`src/rtl/lltb_pkg.sv`:
```
package lltb_pkg;
    localparam int SUB_W  = 16;
    localparam int PER_W  = 24;
    localparam int TIME_W = SUB_W + PER_W;
    localparam int N_CMP  = 2;

    typedef enum logic [1:0] {
        ROUTE_OFF = 2'd0,
        ROUTE_RX  = 2'd1,
        ROUTE_TX  = 2'd2,
        ROUTE_IRQ = 2'd3
    } route_e;

    localparam logic [4:0] A_PER_LO = 5'd0;
    localparam logic [4:0] A_PER_HI = 5'd1;
    localparam logic [4:0] A_TIME0  = 5'd2;
    localparam logic [4:0] A_TIME1  = 5'd3;
    localparam logic [4:0] A_TIME2  = 5'd4;
    localparam logic [4:0] A_TIME3  = 5'd5;
    localparam logic [4:0] A_TIME4  = 5'd6;
    localparam logic [4:0] A_CAP0   = 5'd7;
    localparam logic [4:0] A_CAP1   = 5'd8;
    localparam logic [4:0] A_CAP2   = 5'd9;
    localparam logic [4:0] A_CAP3   = 5'd10;
    localparam logic [4:0] A_CAP4   = 5'd11;
    localparam logic [4:0] A_STAT   = 5'd12;
    localparam logic [4:0] A_CSA0   = 5'd13;
    localparam logic [4:0] A_CSA1   = 5'd14;
    localparam logic [4:0] A_CSB0   = 5'd15;
    localparam logic [4:0] A_CSB1   = 5'd16;
    localparam logic [4:0] A_COA0   = 5'd17;
    localparam logic [4:0] A_COA1   = 5'd18;
    localparam logic [4:0] A_COA2   = 5'd19;
    localparam logic [4:0] A_COB0   = 5'd20;
    localparam logic [4:0] A_COB1   = 5'd21;
    localparam logic [4:0] A_COB2   = 5'd22;
    localparam logic [4:0] A_ROUTE  = 5'd23;
endpackage

```
`src/rtl/lltb_counter.sv`:
```
module lltb_counter #(
    parameter int SW = 16,
    parameter int PW = 24
) (
    input  logic          clk,
    input  logic          rst_n,
    input  logic [SW-1:0] period,
    output logic [SW-1:0] sub_q,
    output logic [PW-1:0] per_q
);
    localparam logic [SW-1:0] SUB_ONE = 1;
    localparam logic [PW-1:0] PER_ONE = 1;

    typedef struct packed {
        logic [SW-1:0] sub;
        logic [PW-1:0] per;
    } cnt_t;

    cnt_t s_d, s_q;

    always_comb begin
        s_d = s_q;
        if (s_q.sub >= period) begin
            s_d.sub = '0;
            s_d.per = s_q.per + PER_ONE;
        end else begin
            s_d.sub = s_q.sub + SUB_ONE;
        end
    end

    always_ff @(posedge clk or negedge rst_n) begin
        if (!rst_n) s_q <= '0;
        else        s_q <= s_d;
    end

    assign sub_q = s_q.sub;
    assign per_q = s_q.per;
endmodule

```
`src/rtl/lltb_cmp.sv`:
```
module lltb_cmp #(
    parameter int W = 16
) (
    input  logic [W-1:0]     cnt,
    input  logic [W-1:0]     val,
    input  logic             qual,
    input  lltb_pkg::route_e route,
    output logic [2:0]       hit   // {irq, tx, rx}
);
    always_comb begin
        hit = '0;
        if (qual && (cnt == val)) begin
            case (route)
                lltb_pkg::ROUTE_RX:  hit[0] = 1'b1;
                lltb_pkg::ROUTE_TX:  hit[1] = 1'b1;
                lltb_pkg::ROUTE_IRQ: hit[2] = 1'b1;
                default:             hit    = '0;
            endcase
        end
    end
endmodule

```
`src/rtl/lltb_capture.sv`:
```
module lltb_capture #(
    parameter int TW = 40
) (
    input  logic          clk,
    input  logic          rst_n,
    input  logic          sof,
    input  logic          eot,
    input  logic [TW-1:0] now,
    input  logic          ack,
    input  logic          clr_ovr,
    output logic [TW-1:0] cap_q,
    output logic          pend_q,
    output logic          ovr_q,
    output logic          src_q
);
    typedef struct packed {
        logic [TW-1:0] cap;
        logic          pend;
        logic          ovr;
        logic          src;
    } cap_t;

    cap_t c_d, c_q;
    logic take;

    always_comb begin
        take = sof | eot;
        c_d  = c_q;
        if (clr_ovr) c_d.ovr = 1'b0;
        if (take) begin
            c_d.cap  = now;
            c_d.src  = ~sof;          // start-of-frame wins a tie
            c_d.pend = 1'b1;
            if (c_q.pend && !ack) c_d.ovr = 1'b1;
        end else if (ack) begin
            c_d.pend = 1'b0;
        end
    end

    always_ff @(posedge clk or negedge rst_n) begin
        if (!rst_n) c_q <= '0;
        else        c_q <= c_d;
    end

    assign cap_q  = c_q.cap;
    assign pend_q = c_q.pend;
    assign ovr_q  = c_q.ovr;
    assign src_q  = c_q.src;
endmodule

```
`src/rtl/lltb_timebase.sv`:
```
module lltb_timebase
    import lltb_pkg::*;
#(
    parameter logic [15:0] PERIOD_RST = 16'hFFFF
) (
    input  logic       clk,
    input  logic       rst_n,
    input  logic       reg_we,
    input  logic       reg_re,
    input  logic [4:0] reg_addr,
    input  logic [7:0] reg_wdata,
    output logic [7:0] reg_rdata,
    input  logic       sof_evt,
    input  logic       eot_evt,
    output logic       rx_start,
    output logic       tx_start,
    output logic       irq_out
);
    localparam int SHW = TIME_W - 8;

    typedef struct packed {
        logic [SUB_W-1:0]            period;
        logic [N_CMP-1:0][SUB_W-1:0] csub;
        logic [N_CMP-1:0][PER_W-1:0] cper;
        logic [7:0]                  route;
        logic [SHW-1:0]              shadow;
    } regs_t;

    regs_t r_d, r_q;

    logic [SUB_W-1:0]  sub_q;
    logic [PER_W-1:0]  per_q;
    logic [TIME_W-1:0] now;
    logic [TIME_W-1:0] cap_q;
    logic              pend_q, ovr_q, src_q;
    logic              cap_ack, clr_ovr;
    logic [SUB_W-1:0]  period_w;
    logic [2:0]        hits [2*N_CMP];

    assign period_w = r_q.period;
    assign now      = {per_q, sub_q};
    assign cap_ack  = reg_re && (reg_addr == A_CAP0);
    assign clr_ovr  = reg_we && (reg_addr == A_STAT) && reg_wdata[1];

    lltb_counter #(.SW(SUB_W), .PW(PER_W)) u_cnt (
        .clk(clk), .rst_n(rst_n), .period(period_w),
        .sub_q(sub_q), .per_q(per_q)
    );

    lltb_capture #(.TW(TIME_W)) u_cap (
        .clk(clk), .rst_n(rst_n), .sof(sof_evt), .eot(eot_evt), .now(now),
        .ack(cap_ack), .clr_ovr(clr_ovr), .cap_q(cap_q),
        .pend_q(pend_q), .ovr_q(ovr_q), .src_q(src_q)
    );

    for (genvar g = 0; g < N_CMP; g++) begin : g_sub
        lltb_cmp #(.W(SUB_W)) u_cs (
            .cnt(sub_q), .val(r_q.csub[g]), .qual(1'b1),
            .route(route_e'(r_q.route[2*g +: 2])), .hit(hits[g])
        );
    end

    for (genvar g = 0; g < N_CMP; g++) begin : g_per
        lltb_cmp #(.W(PER_W)) u_cp (
            .cnt(per_q), .val(r_q.cper[g]), .qual(sub_q == '0),
            .route(route_e'(r_q.route[2*N_CMP + 2*g +: 2])), .hit(hits[N_CMP + g])
        );
    end

    always_comb begin
        logic [2:0] any;
        any = '0;
        for (int i = 0; i < 2*N_CMP; i++) any = any | hits[i];
        rx_start = any[0];
        tx_start = any[1];
        irq_out  = any[2];
    end

    always_comb begin
        r_d = r_q;
        if (reg_we) begin
            case (reg_addr)
                A_PER_LO: r_d.period[7:0]   = reg_wdata;
                A_PER_HI: r_d.period[15:8]  = reg_wdata;
                A_CSA0:   r_d.csub[0][7:0]  = reg_wdata;
                A_CSA1:   r_d.csub[0][15:8] = reg_wdata;
                A_CSB0:   r_d.csub[1][7:0]  = reg_wdata;
                A_CSB1:   r_d.csub[1][15:8] = reg_wdata;
                A_COA0:   r_d.cper[0][7:0]  = reg_wdata;
                A_COA1:   r_d.cper[0][15:8] = reg_wdata;
                A_COA2:   r_d.cper[0][23:16] = reg_wdata;
                A_COB0:   r_d.cper[1][7:0]  = reg_wdata;
                A_COB1:   r_d.cper[1][15:8] = reg_wdata;
                A_COB2:   r_d.cper[1][23:16] = reg_wdata;
                A_ROUTE:  r_d.route         = reg_wdata;
                default:  r_d = r_q;
            endcase
        end
        if (reg_re && (reg_addr == A_TIME0)) r_d.shadow = now[TIME_W-1:8];
    end

    always_ff @(posedge clk or negedge rst_n) begin
        if (!rst_n) begin
            r_q        <= '0;
            r_q.period <= PERIOD_RST;
        end else begin
            r_q <= r_d;
        end
    end

    always_comb begin
        case (reg_addr)
            A_PER_LO: reg_rdata = r_q.period[7:0];
            A_PER_HI: reg_rdata = r_q.period[15:8];
            A_TIME0:  reg_rdata = sub_q[7:0];
            A_TIME1:  reg_rdata = r_q.shadow[7:0];
            A_TIME2:  reg_rdata = r_q.shadow[15:8];
            A_TIME3:  reg_rdata = r_q.shadow[23:16];
            A_TIME4:  reg_rdata = r_q.shadow[31:24];
            A_CAP0:   reg_rdata = cap_q[7:0];
            A_CAP1:   reg_rdata = cap_q[15:8];
            A_CAP2:   reg_rdata = cap_q[23:16];
            A_CAP3:   reg_rdata = cap_q[31:24];
            A_CAP4:   reg_rdata = cap_q[39:32];
            A_STAT:   reg_rdata = {5'b0, src_q, ovr_q, pend_q};
            A_CSA0:   reg_rdata = r_q.csub[0][7:0];
            A_CSA1:   reg_rdata = r_q.csub[0][15:8];
            A_CSB0:   reg_rdata = r_q.csub[1][7:0];
            A_CSB1:   reg_rdata = r_q.csub[1][15:8];
            A_COA0:   reg_rdata = r_q.cper[0][7:0];
            A_COA1:   reg_rdata = r_q.cper[0][15:8];
            A_COA2:   reg_rdata = r_q.cper[0][23:16];
            A_COB0:   reg_rdata = r_q.cper[1][7:0];
            A_COB1:   reg_rdata = r_q.cper[1][15:8];
            A_COB2:   reg_rdata = r_q.cper[1][23:16];
            A_ROUTE:  reg_rdata = r_q.route;
            default:  reg_rdata = 8'h00;
        endcase
    end
endmodule

```
`config.mk`:
```
export PLATFORM = sky130hd
export DESIGN_NAME = lltb_timebase
export DESIGN_NICKNAME = d
export VERILOG_FILES = /design/src/rtl/lltb_pkg.sv /design/src/rtl/lltb_counter.sv /design/src/rtl/lltb_cmp.sv /design/src/rtl/lltb_capture.sv /design/src/rtl/lltb_timebase.sv
export SDC_FILE = /design/constraint.sdc
export NUM_CORES = 1
export LEC_CHECK = 0
export ABC_CLOCK_PERIOD_IN_PS = 3100
export BUFFER_PORTS_ARGS = -buffer_cell sky130_fd_sc_hd__buf_2
export CAP_MARGIN = 20
export CELL_PAD_IN_SITES_DETAIL_PLACEMENT = 0
export CELL_PAD_IN_SITES_GLOBAL_PLACEMENT = 2
export CORE_AREA = 2 2 167 169
export CTS_CLUSTER_SIZE = 24
export DETAILED_ROUTE_END_ITERATION = 10
export DIE_AREA = 0 0 169 171
export GPL_TIMING_DRIVEN = 0
export PLACE_DENSITY_LB_ADDON = 0.1
export SLEW_MARGIN = 20
export SYNTH_ARGS = -nofsm -noshare
export SYNTH_HDL_FRONTEND = slang
export SYNTH_SLANG_ARGS = --single-unit
```
`constraint.sdc`:
```
create_clock -name clk -period 3.1 [get_ports clk]
set_input_delay 0 -clock clk [delete_from_list [all_inputs] [get_ports clk]]
set_output_delay 0 -clock clk [all_outputs]
set_load 0.05 [all_outputs]
```
==> summary.txt, run 1 <==
Die
  • Core box area: 0.0273 mm2
  • Std cell rows: 61
  • Die Y: 171 um
  • Die X: between 150 and 200 um
  • Die area: 0.0289 mm2
  • # IOs: 30
  • Initial Utilization: 42.2%

Routing
  • Post-Route WL: between 40 and 50 mm
  • Iteration-0 DRC count of the detailed router: between 800 and 900
  • DRC: 0
  • WL per Instance: 30.2 um
  • Antenna viol nets, final: 0
  • Vias post-DR: 8946
  • First-pass DRT Iterations: 5
  • Routed vias/inst: 6.11

Yosys
  • Most used DFF post-synth: dfrtp_1
  • Register bit total from synthesis: between 200 and 250
  • Syn Inst Count: 1025
  • Register area share after synthesis: a little under half
  • FFs w/ async S/R, synth: 100%
  • Synth unique cells: 54
  • Syn Nets: 1063
  • Syn Area/Cell: 11.2 um2
  • Synth warnings: 0
  • Area leader, netlist: dfrtp_1
  • Post-synth EDFFs: 0
  • Area share of the largest cell type after synthesis: 44.1%
  • Synth area leaders: dfrtp_1 (44%), mux2_2 (16%), xnor2_1 (7.1%), dfstp_2 (3.6%), nand4_1 (2.4%)
  • Syn Std Cell Area: between 0.01 and 0.015 mm2

Placement
  • Buffers added on ports: 26
  • Final GP Congestion: 0.958
  • Cell Area, Placed: 0.0122 mm2
  • Placed cells: 1400
  • Post-DP HPWL: 32.1 mm

Cells and area
  • Number of fill cells: 2583
  • Layout cells sized above 1: 27.5%
  • Non-Filler Instances: 1463
  • Post-Route Utilization: 48.5%
  • Synth-to-Final Area Change: 15.0%
  • Finished Cell Area: 0.0132 mm2
  • Nets: 1133

Timing
  • Rel. slew slack: 2.94%
  • Final period utilization: 104%
  • Worst Skew: 15.0 ps
  • Slew Limit Fails: 0
  • # setup viols final: 1
  • Min Tclk post-route: 3220 ps
  • Slew of the pin with the lowest slew margin: ~1400 ps
  • Hold Vio Cnt, Final: 0
  • RSZ-0062 raised after global routing: no
  • Fmax: 310 MHz
  • Worst Slack Setup Final: -122 ps
  • Hold Slack: 46.9 ps

Hold path
  • Hold crit path type: primary input to flop

Clocking
  • Maximum clock insertion buffer count: 3
  • CTS clock-pin slew for the worst setup and hold paths: 60 ps
  • Clock Sink Count: 219
  • Worst-Skew Late Latency: 550 ps
  • Root Buffer: clkbuf_16
  • H-tree depth: 1
  • CTS tree: yes
  • Inserted Clock Buffers: 26

Worst setup path
  • Worst path required time: 3100 ps
  • Crit-path max FO: 2
  • Arr. time, crit path: 3220 ps
  • Setup CP Type: flop to output port
  • Worst setup EP type: output port
  • CP startpoint kind: flop

Run status
  • Failing checks: capacitance limit, setup timing
  • Status: complete, but fails checks

Power and ir drop
  • Pwr Total: 0.00887 W
  • LEAKAGE: 5.82 nW
  • VDD IR max: 0.000501 V
  • PwrDens: 670 mW/mm2

Global route
  • Vias in the first global route: approximately 8800
  • Largest net degree at the start of global routing: 94
  • Global-route wire length before repair: 63.6 mm
  • GRT Residual Overflow: 0
  • Tot GR Track Use: 31.0%
  • Initial antenna violation count: 1

Job
  • Maximum capacitance violations: 1
-- placed cells by master (no fill, tap or decap), types with 4 or more instances in the layout --
master,instances
nand3_1,46
a211oi_1,10
a2111oi_0,7
nor3_1,5
nand2_1,49
nor4_2,4
clkbuf_8,6
and2_1,14
inv_1,26
or3_1,8
ha_1,19
dfrtp_1,202
nor2_1,25
xor2_1,24
a21oi_1,14
a22oi_1,35
a32oi_1,31
nor4_1,5
buf_4,5
and3_1,19
o21ai_0,18
clkinv_2,4
buf_2,52
dfstp_2,16
dlygate4sd3_1,12
clkbuf_16,26
buf_1,5
nand3b_1,5
nand4_1,45
clkbuf_1,57
xnor2_1,93
mux2_2,164
-- critical path, cell delays in order, from the launching register on --
cell       delay [ps]
dfrtp_1           450
and3_1            200
a2111oi_0        1190
nand3_1           120
or3_1             470
buf_2             240
-- report_power, final --
group	internal (W)	switching, W	leakage, nW
Sequential	0.00333	0.000526	2.84
Combinational	0.000832	0.00115	2.56
Clock	0.00178	0.00126	0.414
-- state kept, by name (all words and copies together), names as in the netlist --
| name | cells |
|---|---|
| period_w | 16 |
| u_cap.pend_q | 1 |
| u_cap.ovr_q | 1 |
| u_cnt.sub_q | 16 |
| r_q | 120 |
| u_cap.src_q | 1 |
| u_cnt.per_q | 24 |
| u_cap.cap_q | 40 |
-- logic make-up after synthesis --
kind of cell / after synthesis / synth area share (%)
DFF: 219 / 47.7
adders and majority gates: 19 / 2.06
and+or+nand+nor: 256 / 12.2
buffers and inverters: 117 / 4.28
xor gates and xnor gates: 117 / 8.89
muxes: 165 / 16.1
AOI/OAI and AO/OA: 132 / 8.76
-- routing by layer --
| metal | wire [um] | global-route usage, % |
|---|---|---|
| met1 | 19500 | 44.1 |
| met2 | 19800 | 48.3 |
| met3 | 3210 | 4.90 |
| met4 | 1670 | 11.0 |
| met5 | 0 | 0 |
-- worst paths after layout --
kind,slack [ps],to,cells after the start,start
max in group asynchronous,2490,r_q[27]$_DFFE_PN0P_,3,rst_n
min in group asynchronous,60,period_w[10]$_DFFE_PN1P_,2,rst_n
setup / recovery,-120,reg_rdata[5],5,u_cap.cap_q[29]$_DFFE_PN0P_
setup reg to reg,190,u_cnt.sub_q[10]$_DFF_PN0_,9,period_w[15]$_DFFE_PN1P_
hold / removal,50,u_cap.pend_q$_DFFE_PN0P_,4,eot_evt
hold reg to reg,490,u_cap.cap_q[11]$_DFFE_PN0P_,2,u_cap.cap_q[11]$_DFFE_PN0P_
-- what timing repair did --
item / CTS / global route
endpoints found under the hold margin: 237 / 0
endpoints found under the setup margin: 42 / 13
gates cloned: 0 / 0
hold buffers: 13 / 0
pin swaps: 1 / 1
resized for setup: 11 / 15
setup buffers: 1 / 0
-- Yosys cell counts, drive strengths merged (2+ instances only) --
master   count
and3b        2
a21oi       14
o21ai       18
nand2       52
ha          19
and3        19
dfstp       16
nand3b       5
a221oi       2
nand3       46
a2111oi      9
clkbuf      54
nor2b        3
a32oi       32
nor3b        4
xor2        24
dfrtp      203
inv         26
a211oi      10
nor4         9
or4          3
xnor2       93
nand4b       3
o2111ai      2
a22oi       35
nor2        25
or3          8
buf         37
mux2       164
nand4       45
and2        16
nand2b       2
a222oi       3
and4         2
a22o         3
nor3         8
-- per-stage QoR --
stage,setup TNS (ps),setup WS (ps)
after detailed placement,-11740,-596
final,-122,-122
after floorplan,0,600
after global routing,0,14.0
after global placement,-427470,-2020
after CTS,0,34.5
-- layout make-up --
cell class | count | area (um2) | area share [%]
clock inverters | 8 | 82.6 | 0.623
plain buffers | 90 | 400 | 3.02
diodes | 2 | 5.00 | 0.0378
repair buffers | 43 | 355 | 2.68
well taps | 346 | 433 | 3.27
multi-input cells | 689 | 5610 | 42.3
flip-flops and latches | 219 | 5500 | 41.5
inverters | 26 | 97.6 | 0.737
clock buffers | 40 | 763 | 5.76
No activity file was read; power rests on OpenSTA's default activity.
==> inputs of run 2 (changes only) <==
--- a/config.mk
+++ b/config.mk
@@ -6,17 +6,18 @@
 export NUM_CORES = 1
 export LEC_CHECK = 0
 export ABC_CLOCK_PERIOD_IN_PS = 3100
-export BUFFER_PORTS_ARGS = -buffer_cell sky130_fd_sc_hd__buf_2
 export CAP_MARGIN = 20
 export CELL_PAD_IN_SITES_DETAIL_PLACEMENT = 0
 export CELL_PAD_IN_SITES_GLOBAL_PLACEMENT = 2
-export CORE_AREA = 2 2 167 169
+export CORE_AREA = 2 2 173 175
 export CTS_CLUSTER_SIZE = 24
 export DETAILED_ROUTE_END_ITERATION = 10
-export DIE_AREA = 0 0 169 171
+export DIE_AREA = 0 0 175 177
+export DONT_BUFFER_PORTS = 1
 export GPL_TIMING_DRIVEN = 0
 export PLACE_DENSITY_LB_ADDON = 0.1
 export SLEW_MARGIN = 20
 export SYNTH_ARGS = -nofsm -noshare
 export SYNTH_HDL_FRONTEND = slang
 export SYNTH_SLANG_ARGS = --single-unit
+export TNS_END_PERCENT = 5
==> run 2 against run 1 <==
Net effect:
- the flow finishes with violations (hold timing)
- critical endpoint is now rx_start
- highest routed layer unchanged
- count of clock-buffer cells in the layout decreased by 7
- largest power group unchanged
- die area increased by 7.2%
- sequential power about the same
==> summary.txt, run 2 (synthesized netlist as in run 1, its figures left out) <==
Run status
  • Status: complete, but fails checks
  • Failing checks: hold timing

Cells and area
  • Antenna diodes: 0
  • Number of fill cells: 2794
  • Most common cell after layout, fill and taps aside: dfrtp_1
  • Synth-to-Final Area Change: 14.9%
  • Most frequent cells in the layout: dfrtp_1 (203), mux2_2 (164), xnor2_1 (93)
  • Finished Cell Area: 0.0132 mm2
  • Non-Filler Instances: 1475
  • Nets: roughly 1100
  • Max reg flops: 120
  • Layout cells sized above 1: 26.6%
  • Top reg by flops: r_q

Die
  • Std cell rows: 63
  • Initial Utilization: 39.4%
  • Core box area: 0.0292 mm2
  • Die area: roughly 0.031 mm2
  • # IOs: 30
  • Die X: 175 um
  • Die Y: around 180 um

Clocking
  • Inserted Clock Buffers: 26
  • Root Buffer: clkbuf_16
  • Worst-Skew Late Latency: around 540 ps
  • CTS clock-pin slew for the worst setup and hold paths: about 60 ps
  • CTS tree: yes
  • Clock Sink Count: 219
  • H-tree depth: 1
  • Hold-fix buffers at CTS: 12
  • Maximum clock insertion buffer count: 3

Global route
  • Vias in the first global route: around 8800
  • Global-route wire length before repair: 64.9 mm
  • Initial antenna violation count: 2
  • GRT Residual Overflow: 0
  • Largest net degree at the start of global routing: 220
  • Tot GR Track Use: 29.4%

Hold path
  • Hold crit path type: primary input to async pin

Worst setup path
  • Worst setup EP type: output port
  • Setup CP Type: flop to output port
  • CP max stage cell: nor4_2
  • Max stage delay on crit path: 590 ps
  • CP delay by family, top: simple AND/OR/NAND/NOR gates
  • CP bufs+invs: 1
  • Crit-path max FO: 7
  • Worst path cell trace: clkbuf_1 -> xnor2_1 -> nand4_1 -> nor4_2 -> nand3b_1 -> nand4_1
  • CP startpoint kind: flop
  • Worst path required time: 3100 ps
  • Arr. time, crit path: slightly above 3000 ps
  • Crit path top cell by count: nand4_1

Job
  • Maximum capacitance violations: 0

Routing
  • Routed vias/inst: 6.02
  • DRC: 0
  • Post-Route WL: 45.3 mm
  • Iteration-0 DRC count of the detailed router: 925
  • Vias post-DR: 8876
  • First-pass DRT Iterations: 5
  • Antenna viol nets, final: 0
  • WL per Instance: 30.7 um

Timing
  • Setup TNS: 0 ps
  • Final period utilization: 97.9%
  • Fmax: roughly 330 MHz
  • Slew Limit Fails: 0
  • Hold Slack: -847 ps
  • Rel. slew slack: 20.6%
  • Worst Skew: 15.0 ps
  • Hold Vio Cnt, Final: 219
  • # setup viols final: 0
  • Min Tclk post-route: 3040 ps
  • Slew of the pin with the lowest slew margin: 1190 ps
  • RSZ-0062 raised after global routing: yes

Placement
  • Final GP Congestion: 0.940
  • Post-DP HPWL: 32.2 mm
  • Cell Area, Placed: 0.0120 mm2
  • Placed cells: between 1000 and 1500
  • Buffers added on ports: 0

Power and ir drop
  • VDD IR max: 0.000376 V
  • LEAKAGE: between 5 and 6 nW
  • PwrDens: 694 mW/mm2
-- run 2: changes by cell type in the layout (fill, tap and decap cells not counted), sizes merged --
cell,previous run,this run
inv,27,26
bufinv,1,5
diode,2,0
clkinv,5,9
buf,68,37
clkbuf,93,87
-- run 2: timing repair --
item | 4_1_cts | 5_1_grt
buffers inserted | 1 | 0
endpoints found under the hold margin | 260 | 219
setup endpoints to repair | 44 | 23
pin swaps | 3 | 4
gates resized for setup | 14 | 21
-- run 2: worst reg2reg max path: stages (launching register included) --
cell,delay (ps)
dfstp_2,570
inv_1,70
ha_1,350
nand4_1,250
inv_1,130
a221oi_4,520
buf_2,350
nand2_2,230
clkbuf_2,270
nor2_1,150
-- run 2: per-stage QoR --
step	setup slack [ps]	utilization [%]	total power, W
3_5_place_dp	-468	41.1	0.00569
4_1_cts	2.30	45.1	0.00915
6_report	63.6	45.3	0.00920
2_1_floorplan	600	-	0.00493
5_1_grt	-3.68	45.3	0.00953
3_3_place_gp	-516	41.1	0.00567
-- run 2: final timing paths --
kind | slack, ps | end | cells after the start | from
setup / recovery | 60 | rx_start | 6 | u_cnt.sub_q[4]$_DFF_PN0_
hold / removal | -850 | r_q[94]$_DFFE_PN0P_ | 0 | rst_n
setup reg to reg | 140 | u_cnt.sub_q[12]$_DFF_PN0_ | 9 | period_w[15]$_DFFE_PN1P_
hold reg to reg | 500 | r_q[30]$_DFFE_PN0P_ | 1 | r_q[30]$_DFFE_PN0P_
max in group asynchronous | 3360 | r_q[23]$_DFFE_PN0P_ | 0 | rst_n
min in group clk | 10 | u_cap.cap_q[29]$_DFFE_PN0P_ | 3 | eot_evt
-- run 2: power breakdown --
group / switching (W) / total, W / internal (W)
Clock: 0.00129 / 0.00341 / 0.00212
Sequential: 0.000550 / 0.00388 / 0.00333
Combinational: 0.00111 / 0.00191 / 0.000805
Total: 0.00294 / 0.00920 / 0.00625
-- run 2: per-layer routing --
metal	wire [um]	vias up	global-route usage [%]
met1	20100	4582	42.7
met3	3220	88	3.74
li1	-	3813	-
met5	0	-	0
met2	20300	393	45.8
met4	1680	0	9.03
-- run 2: area by class of cell --
cell class	instances	area [um2]	share of cell area (%)
Tap cell	390	488	3.68
Multi-Input combinational cell	689	5670	42.8
Buffer	90	402	3.03
Inverter	26	97.6	0.737
Timing Repair Buffer	13	128	0.964
Clock buffer	33	748	5.65
Clock inverter	15	210	1.59
Sequential cell	219	5500	41.5
